===== src/rtl/disp_timing_pkg.sv =====
package disp_timing_pkg;

  typedef enum logic [1:0] {
    PM_HORZ   = 2'b00,
    PM_VGATE  = 2'b01,
    PM_VLINE  = 2'b10,
    PM_VGATE2 = 2'b11
  } pmode_e;

endpackage


===== src/rtl/pos_cmp.sv =====
module pos_cmp #(
  parameter int CNT_W = 11
) (
  input  logic             clk,
  input  logic             rst_n,
  input  logic [CNT_W-1:0] hcnt,
  input  logic [CNT_W-1:0] vcnt,
  input  logic [CNT_W-1:0] val,
  input  logic [CNT_W-1:0] msk,
  input  logic             vsel,
  output logic             hit,
  output logic             strobe
);

  logic [CNT_W-1:0] cnt_sel;
  logic             strobe_q;

  always_comb begin
    cnt_sel = vsel ? vcnt : hcnt;
    hit     = (val == (msk & cnt_sel));
  end

  always_ff @(posedge clk or negedge rst_n) begin
    if (!rst_n) strobe_q <= 1'b0;
    else        strobe_q <= hit;
  end

  assign strobe = strobe_q;

  AST_CMP_H_HIT: assert property (@(posedge clk) disable iff (!rst_n)
    (!vsel && (val == (msk & hcnt))) |=> strobe);
  AST_CMP_V_HIT: assert property (@(posedge clk) disable iff (!rst_n)
    (vsel && (val == (msk & vcnt))) |=> strobe);
  AST_CMP_MISS: assert property (@(posedge clk) disable iff (!rst_n)
    (val != (msk & (vsel ? vcnt : hcnt))) |=> !strobe);

endmodule


===== src/rtl/pulse_chan.sv =====
module pulse_chan
  import disp_timing_pkg::*;
#(
  parameter int CNT_W = 11,
  parameter int N_CMP = 4,
  localparam int CSW  = (N_CMP > 1) ? $clog2(N_CMP) : 1
) (
  input  logic             clk,
  input  logic             rst_n,
  input  logic [CNT_W-1:0] hcnt,
  input  logic [CNT_W-1:0] vcnt,
  input  logic [CNT_W-1:0] set_val,
  input  logic [CNT_W-1:0] set_msk,
  input  logic [CNT_W-1:0] clr_val,
  input  logic [CNT_W-1:0] clr_msk,
  input  logic [1:0]       mode,
  input  logic [CSW-1:0]   csel,
  input  logic [N_CMP-1:0] cmp_hit,
  output logic             pls_out
);

  pmode_e           mode_e;
  logic [CNT_W-1:0] cnt_sel;
  logic             gated;
  logic             gate_ok;
  logic             set_go;
  logic             clr_go;
  logic             out_nxt;
  logic             out_q;

  always_comb begin
    mode_e  = pmode_e'(mode);
    cnt_sel = (mode_e == PM_HORZ) ? hcnt : vcnt;
    gated   = (mode_e == PM_VGATE) || (mode_e == PM_VGATE2);
    gate_ok = gated ? cmp_hit[csel] : 1'b1;
    set_go  = (set_val == (set_msk & cnt_sel)) && gate_ok;
    clr_go  = (clr_val == (clr_msk & cnt_sel)) && gate_ok;
    if (clr_go)      out_nxt = 1'b0;
    else if (set_go) out_nxt = 1'b1;
    else             out_nxt = out_q;
  end

  always_ff @(posedge clk or negedge rst_n) begin
    if (!rst_n) out_q <= 1'b0;
    else        out_q <= out_nxt;
  end

  assign pls_out = out_q;

  AST_CLEAR_WINS: assert property (@(posedge clk) disable iff (!rst_n)
    clr_go |=> !pls_out);
  AST_GATE_HOLD: assert property (@(posedge clk) disable iff (!rst_n)
    (((mode == 2'b01) || (mode == 2'b11)) && !cmp_hit[csel]) |=> $stable(pls_out));
  AST_IDLE_HOLD: assert property (@(posedge clk) disable iff (!rst_n)
    (!set_go && !clr_go) |=> $stable(pls_out));
  AST_RISE_CAUSE: assert property (@(posedge clk) disable iff (!rst_n)
    $rose(pls_out) |-> $past(set_go));

endmodule


===== src/rtl/disp_pulse_timer.sv =====
module disp_pulse_timer #(
  parameter int CNT_W = 11,
  parameter int N_CMP = 4,
  parameter int N_PLS = 6,
  localparam int CSW  = (N_CMP > 1) ? $clog2(N_CMP) : 1
) (
  input  logic                   clk,
  input  logic                   rst_n,
  input  logic [CNT_W-1:0]       hcnt,
  input  logic [CNT_W-1:0]       vcnt,
  input  logic [N_CMP*CNT_W-1:0] cmp_val,
  input  logic [N_CMP*CNT_W-1:0] cmp_msk,
  input  logic [N_CMP-1:0]       cmp_vsel,
  input  logic [N_PLS*CNT_W-1:0] pls_set,
  input  logic [N_PLS*CNT_W-1:0] pls_set_msk,
  input  logic [N_PLS*CNT_W-1:0] pls_clr,
  input  logic [N_PLS*CNT_W-1:0] pls_clr_msk,
  input  logic [2*N_PLS-1:0]     pls_mode,
  input  logic [CSW*N_PLS-1:0]   pls_csel,
  output logic [N_CMP-1:0]       cmp_strobe,
  output logic [N_PLS-1:0]       pls_out
);

  logic [1:0]       rst_sync_q;
  logic             rst_int_n;
  logic [N_CMP-1:0] cmp_hit;

  always_ff @(posedge clk or negedge rst_n) begin
    if (!rst_n) rst_sync_q <= 2'b00;
    else        rst_sync_q <= {rst_sync_q[0], 1'b1};
  end

  assign rst_int_n = rst_sync_q[1];

  for (genvar i = 0; i < N_CMP; i++) begin : g_cmp
    pos_cmp #(.CNT_W(CNT_W)) u_cmp (
      .clk    (clk),
      .rst_n  (rst_int_n),
      .hcnt   (hcnt),
      .vcnt   (vcnt),
      .val    (cmp_val[i*CNT_W +: CNT_W]),
      .msk    (cmp_msk[i*CNT_W +: CNT_W]),
      .vsel   (cmp_vsel[i]),
      .hit    (cmp_hit[i]),
      .strobe (cmp_strobe[i])
    );
  end

  for (genvar j = 0; j < N_PLS; j++) begin : g_pls
    pulse_chan #(.CNT_W(CNT_W), .N_CMP(N_CMP)) u_pls (
      .clk     (clk),
      .rst_n   (rst_int_n),
      .hcnt    (hcnt),
      .vcnt    (vcnt),
      .set_val (pls_set[j*CNT_W +: CNT_W]),
      .set_msk (pls_set_msk[j*CNT_W +: CNT_W]),
      .clr_val (pls_clr[j*CNT_W +: CNT_W]),
      .clr_msk (pls_clr_msk[j*CNT_W +: CNT_W]),
      .mode    (pls_mode[2*j +: 2]),
      .csel    (pls_csel[CSW*j +: CSW]),
      .cmp_hit (cmp_hit),
      .pls_out (pls_out[j])
    );
  end

  AST_RESET_QUIET: assert property (@(posedge clk)
    !rst_n |=> (cmp_strobe == '0 && pls_out == '0));

endmodule


===== config.mk =====
export PLATFORM = sky130hd
export DESIGN_NAME = disp_pulse_timer
export DESIGN_NICKNAME = d
export VERILOG_FILES = /design/src/rtl/disp_timing_pkg.sv /design/src/rtl/pos_cmp.sv /design/src/rtl/pulse_chan.sv /design/src/rtl/disp_pulse_timer.sv
export SDC_FILE = /design/constraint.sdc
export NUM_CORES = 1
export LEC_CHECK = 0
export ABC_AREA = 1
export BUFFER_PORTS_ARGS = -buffer_cell sky130_fd_sc_hd__buf_2
export CAP_MARGIN = 25
export CORE_AREA = 2 2 162 164
export CTS_CLUSTER_DIAMETER = 80
export DETAILED_ROUTE_END_ITERATION = 16
export DIE_AREA = 0 0 164 166
export HOLD_SLACK_MARGIN = 0.02
export PLACE_DENSITY_LB_ADDON = 0.1
export SLEW_MARGIN = 20
export SYNTH_ARGS = -nofsm -noshare
export SYNTH_HDL_FRONTEND = slang
export SYNTH_SLANG_ARGS = --single-unit

===== constraint.sdc =====
create_clock -name clk -period 1.25 [get_ports clk]
set_clock_uncertainty 0.1 [all_clocks]
set_input_delay 0.25 -clock clk [delete_from_list [all_inputs] [get_ports clk]]
set_output_delay 0.25 -clock clk [all_outputs]
set_load 0.02 [all_outputs]

# --- Word-level counts from Yosys, hierarchy flattened ---
# Index checks and enable logic that the tools add are counted.
word_totals:
  regBits: 12
  output_inout_bits: 10
  word_cells: 131
classes:
  order_cmp: 6
  eq_ne: 28
  n_mux: 40
  n_bitwise: 16
  reduce_logical: 30
ops:
  columns: ["operator", "n"]
  rows:
  - ["AND 11 bit", 16]
  - ["equality test 11 bit", 16]
  - ["2-to-1 mux 11 bit", 10]
  - ["2-to-1 mux 1 bit", 24]
  - ["less-than comparator 2 x 3 -> 1 bit, second input constant", 6]
  - ["binary-select mux 1 bit (select 2 bit)", 6]
  - ["equality test 2 x 1 -> 1 bit, second input constant", 6]
  - ["equality test 2 bit, second input constant", 6]
  - ["logical AND 1 bit", 12]
  - ["zero test 2 bit", 6]
  - ["nonzero test 2 bit", 6]
  - ["logical OR 1 bit", 6]

# --- Longest topological paths before layout ---
logic_depth:
  ltp_word: 9
  depth_mapped: 16

# --- By module ---
# A second synthesis with hierarchy kept.
unflattened:
  hier_cells: 1493
  hier_area_um2: 6862.8
modules_own_cells:
  columns: ["mod", "n_inst", "cells_per_inst", "area_per_inst_um2", "seq_area_each_um2"]
  rows:
  - ["pulse_chan", 6, 179, 809.5, 25.0]
  - ["pos_cmp", 4, 104, 488.0, 25.0]
  - ["disp_pulse_timer", 1, 3, 53.8, 50.0]

# --- Worst setup path before layout ---
# OpenSTA, ideal clock, no wires.
synth_timing:
  path_type: "in2reg"
  from: "input pls_mode[9]"
  to: "register g_pls[4].u_pls.out_q"
  setup_time_ps: 117
  arrival_time_ps: 1395
  slack_ps: -362
  stages: 13
  n_path_buf: 1
  cell_sequence: "nor2_2 buf_2 nand2_1 o21ai_0 nand2_1 xor2_1 nand2_1 nor3_1 nand2_1 nor2_1 o21ai_1 nand2_1 nand2_1"
synth_between:
  elab_chain_len: 6
synth_rtl:
  columns: ["item", "line_no", "rtl"]
  rows:
  - ["from (decl)", "disp_pulse_timer.sv:18", "input logic [2*N_PLS-1:0] pls_mode,"]
  - ["zero test 2 bit", "pulse_chan.sv:33", "cnt_sel = (mode_e == PM_HORZ) ? hcnt : vcnt;"]
  - ["2-to-1 mux 11 bit", "pulse_chan.sv:33", null]
  - ["AND 11 bit, on equally long branches", "pulse_chan.sv:37, pulse_chan.sv:36", null]
  - ["equality test 11 bit, on equally long branches", "pulse_chan.sv:37, pulse_chan.sv:36", null]
  - ["logical AND 1 bit, on equally long branches", "pulse_chan.sv:37, pulse_chan.sv:36", null]
  - ["2-to-1 mux 1 bit or nonzero test 2 bit (tied branches)", null, null]
  - ["to (signal assigned)", "pulse_chan.sv:45", "else out_q <= out_nxt;"]
  - ["to (decl)", "pulse_chan.sv:29", "logic out_q;"]
# Parallel ways exist; a longest one is shown, timed or not.
# A chain may end at the register's enable or synchronous reset.

# --- Worst setup path in the final report ---
layout_timing:
  from: "input pls_mode[6]"
  to: "register g_pls[3].u_pls.out_q"
layout_between:
  elab_chain_len: 6
layout_rtl:
  columns: ["item", "line_no"]
  rows:
  - ["zero test 2 bit", "pulse_chan.sv:33"]
  - ["2-to-1 mux 11 bit", "pulse_chan.sv:33"]
  - ["AND 11 bit, on equally long branches", "pulse_chan.sv:37, pulse_chan.sv:36"]
  - ["equality test 11 bit, on equally long branches", "pulse_chan.sv:37, pulse_chan.sv:36"]
  - ["logical AND 1 bit, on equally long branches", "pulse_chan.sv:37, pulse_chan.sv:36"]
  - ["2-to-1 mux 1 bit or nonzero test 2 bit (tied branches)", null]
  - ["to (signal assigned)", "pulse_chan.sv:45"]
  - ["to (decl)", "pulse_chan.sv:29"]
# Parallel ways exist; a longest one is shown, timed or not.

==> flow_summary.json <==
{
  "yosys.area_share.adder_pct": 0,
  "fillCellCount": 2925,
  "clkTransAtPathRegs_ps": 60,
  "synth-compound-area-share_pct": 6.74,
  "hold_path.class": "reg2async",
  "end_kind": "register",
  "finalWorstPathRequiredPeriod_ps": 1700,
  "dieArea_sq_mm": 0.0272,
  "cts_tree": "done",
  "ant_nets": 0,
  "place_ws_ps": -915,
  "syn_inst": 1042,
  "grt_usage_pct": 21.7,
  "numClockSinks": 12,
  "synthMuxAreaShare_pct": 0,
  "cp.required_ps": 1290,
  "wire_per_inst_um": 16.4,
  "fp-row-count": 59,
  "critPathLaunchType": "input pin",
  "setup_violations": 8,
  "grt_overflow": 0,
  "post-route-period-util_pct": 136,
  "drive_above_1_share_pct": 47.0,
  "syn-num-nets": 1446,
  "die_w_um": 164,
  "start_util_pct": 20.9,
  "synth_seq_cells": 12,
  "grt_pass1_wl_um": 44600,
  "antenna_found_initial": 8,
  "core_sq_mm": 0.0256,
  "synth_top_family_by_area": "simple AND/OR/NAND/NOR gates",
  "grt_pass1_vias": 8088,
  "synth_cell_types": 25,
  "final_common_cell": "nand2_1",
  "die_h_um": 166,
  "synth-xor-area-share_pct": 20.0,
  "worst-setup-path-type": "in2reg",
  "layout.nets": 1984,
  "worstPathArrival_ps": 1740,
  "p_per_area_mw_per_mm2": 441,
  "r2r-start": "g_pls[1].u_pls.pls_out",
  "post-dp-hpwl_um": 27100,
  "peakVddDrop_mv": 0.356,
  "maxCapViolCount": 0,
  "vias": 8397,
  "path_max_fanout": 6,
  "htree_num_levels": 1,
  "drt_iter0_drc": 315,
  "drtPass1Iterations": 5,
  "yosys_warnings": 0,
  "rsz0062_at_grt": "true",
  "p_leak_nw": 5.37,
  "yosysSeqAreaShare_pct": 5.62,
  "yosys.area_share.simple_pct": 57.0,
  "final_cell_mix": "nand2_1 (434), buf_2 (393), buf_4 (115)",
  "critPathLaunch": "pls_mode[6]",
  "worstSkewPairLatency_ps": 250,
  "final.setup.worst_slack_ps": -447,
  "place.port_buffers": 413,
  "drc": 0,
  "tns_ps": -2550,
  "status": "finished with violations",
  "violations": "setup timing",
  "wl_um": 31600,
  "gp_congestion": 0.888,
  "syn2layout_area_growth_pct": 87.8,
  "clockRootBuffer": "clkbuf_16",
  "syn_area_sq_mm": 0.00535,
  "synth_area_per_cell_sq_um": 5.13,
  "max_freq_ghz": 0.589,
  "grt_max_degree": 23,
  "slew_viol_final": 0,
  "numCtsBuffers": 3,
  "routed_via_density": 4.37,
  "pin_count": 414,
  "clk_path_buf_depth": 2,
  "finalHoldViolCount": 0
}
[final timing paths]
path / depth (start not counted) / slack [ps] / to
max: 13 / -450 / g_pls[3].u_pls.pls_out
min: 1 / 90 / g_pls[5].u_pls.pls_out
max reg2reg: 2 / 540 / g_pls[1].u_pls.pls_out
min reg2reg: 1 / 90 / g_pls[5].u_pls.pls_out
max in group asynchronous: 2 / 740 / rst_sync_q[0]
min in group clk: 0 / 250 / rst_sync_q[1]
[power breakdown]
part	switching, mW	total (mW)	internal, mW	leakage (nW)
clock network	0.237	0.725	0.488	0.0442
registers	0.00473	0.404	0.399	0.163
logic	1.66	3.30	1.64	5.17
total	1.90	4.43	2.52	5.37
[cell usage after synthesis]
library cell | n | area (sq um)
xnor2_1 | 46 | 403
nand4_1 | 38 | 238
o21ai_1 | 12 | 60.1
conb_1 | 1 | 3.75
nand2_1 | 490 | 1840
clkinv_1 | 8 | 30.0
xor2_1 | 76 | 666
buf_6 | 4 | 45.0
nor3_1 | 12 | 60.1
dfrtp_1 | 12 | 300
nand3b_1 | 10 | 75.1
inv_2 | 8 | 30.0
nand2_2 | 1 | 6.26
nand3_2 | 7 | 70.1
nor2_4 | 2 | 22.5
nor2_2 | 8 | 50.1
nor2_1 | 42 | 158
inv_1 | 71 | 267
or2_0 | 6 | 37.5
or2_2 | 2 | 12.5
nand3_1 | 88 | 440
buf_4 | 14 | 105
o21ai_0 | 60 | 300
buf_2 | 18 | 90.1
or2_1 | 6 | 37.5
[repair_timing]
item,in CTS,in global routing
endpoints found under the setup margin,10,10
resized for setup,107,171
hold endpoints to repair,2,0
cloned,1,2
pin swaps,36,73
buffers inserted,7,10
hold buffers,1,0
[cells by family (layout without fill, tap and decap cells)]
group	after synthesis	in the layout
AOI/OAI and AO/OA	72	72
and+or+nand+nor	712	712
xor gates and xnor gates	122	122
buffers and inverters	123	660
other	1	7
DFF	12	12
[metal layers]
metal  vias up  global-route usage, %  share of wire, %
li1       4380                      -                 -
met1      3671                   26.4                41
met2       305                   40.0                50
met3        35                   3.05               6.5
met4         6                   4.77               1.8
met5         -                      0              0.13
[critical path, cell delays in order]
cell,delay [ps]
buf_6,100
nor2_4,180
buf_4,150
buf_6,90
nand2_1,40
o21ai_0,70
buf_4,150
nand2_1,80
xor2_2,160
nand3b_1,140
nor2_2,170
nand3b_1,120
nand2_1,50
[cell type report]
| class | instances | area (sq um) | area share, % |
|---|---|---|---|
| inverters | 87 | 427 | 4.25 |
| well taps | 335 | 419 | 4.17 |
| clock buffers | 4 | 88.8 | 0.885 |
| multi-input cells | 907 | 5020 | 50.0 |
| repair buffers | 569 | 3770 | 37.6 |
| flip-flops and latches | 12 | 300 | 2.99 |
| diodes | 6 | 15.0 | 0.150 |
[through the flow]
step	power (mW)	hold slack, ps	instance area (sq um)	std cells	util [%]
final	4.43	93.4	10000	1920	39.2
after global routing	4.80	109	10000	1917	39.2
after CTS	4.24	105	9370	1903	36.6
after detailed placement	3.34	-59.1	8890	1891	34.7
after global placement	3.33	-58.3	8890	1891	34.7
after floorplan	1.76	-146	5500	1042	-
[sequential cells by signal, summed over array words and instances (netlist names)]
signal and count:
rst_sync_q 2, g_cmp.u_cmp.strobe 4, g_pls.u_pls.pls_out 6
Note: power is estimated with default switching activity, not from simulation.
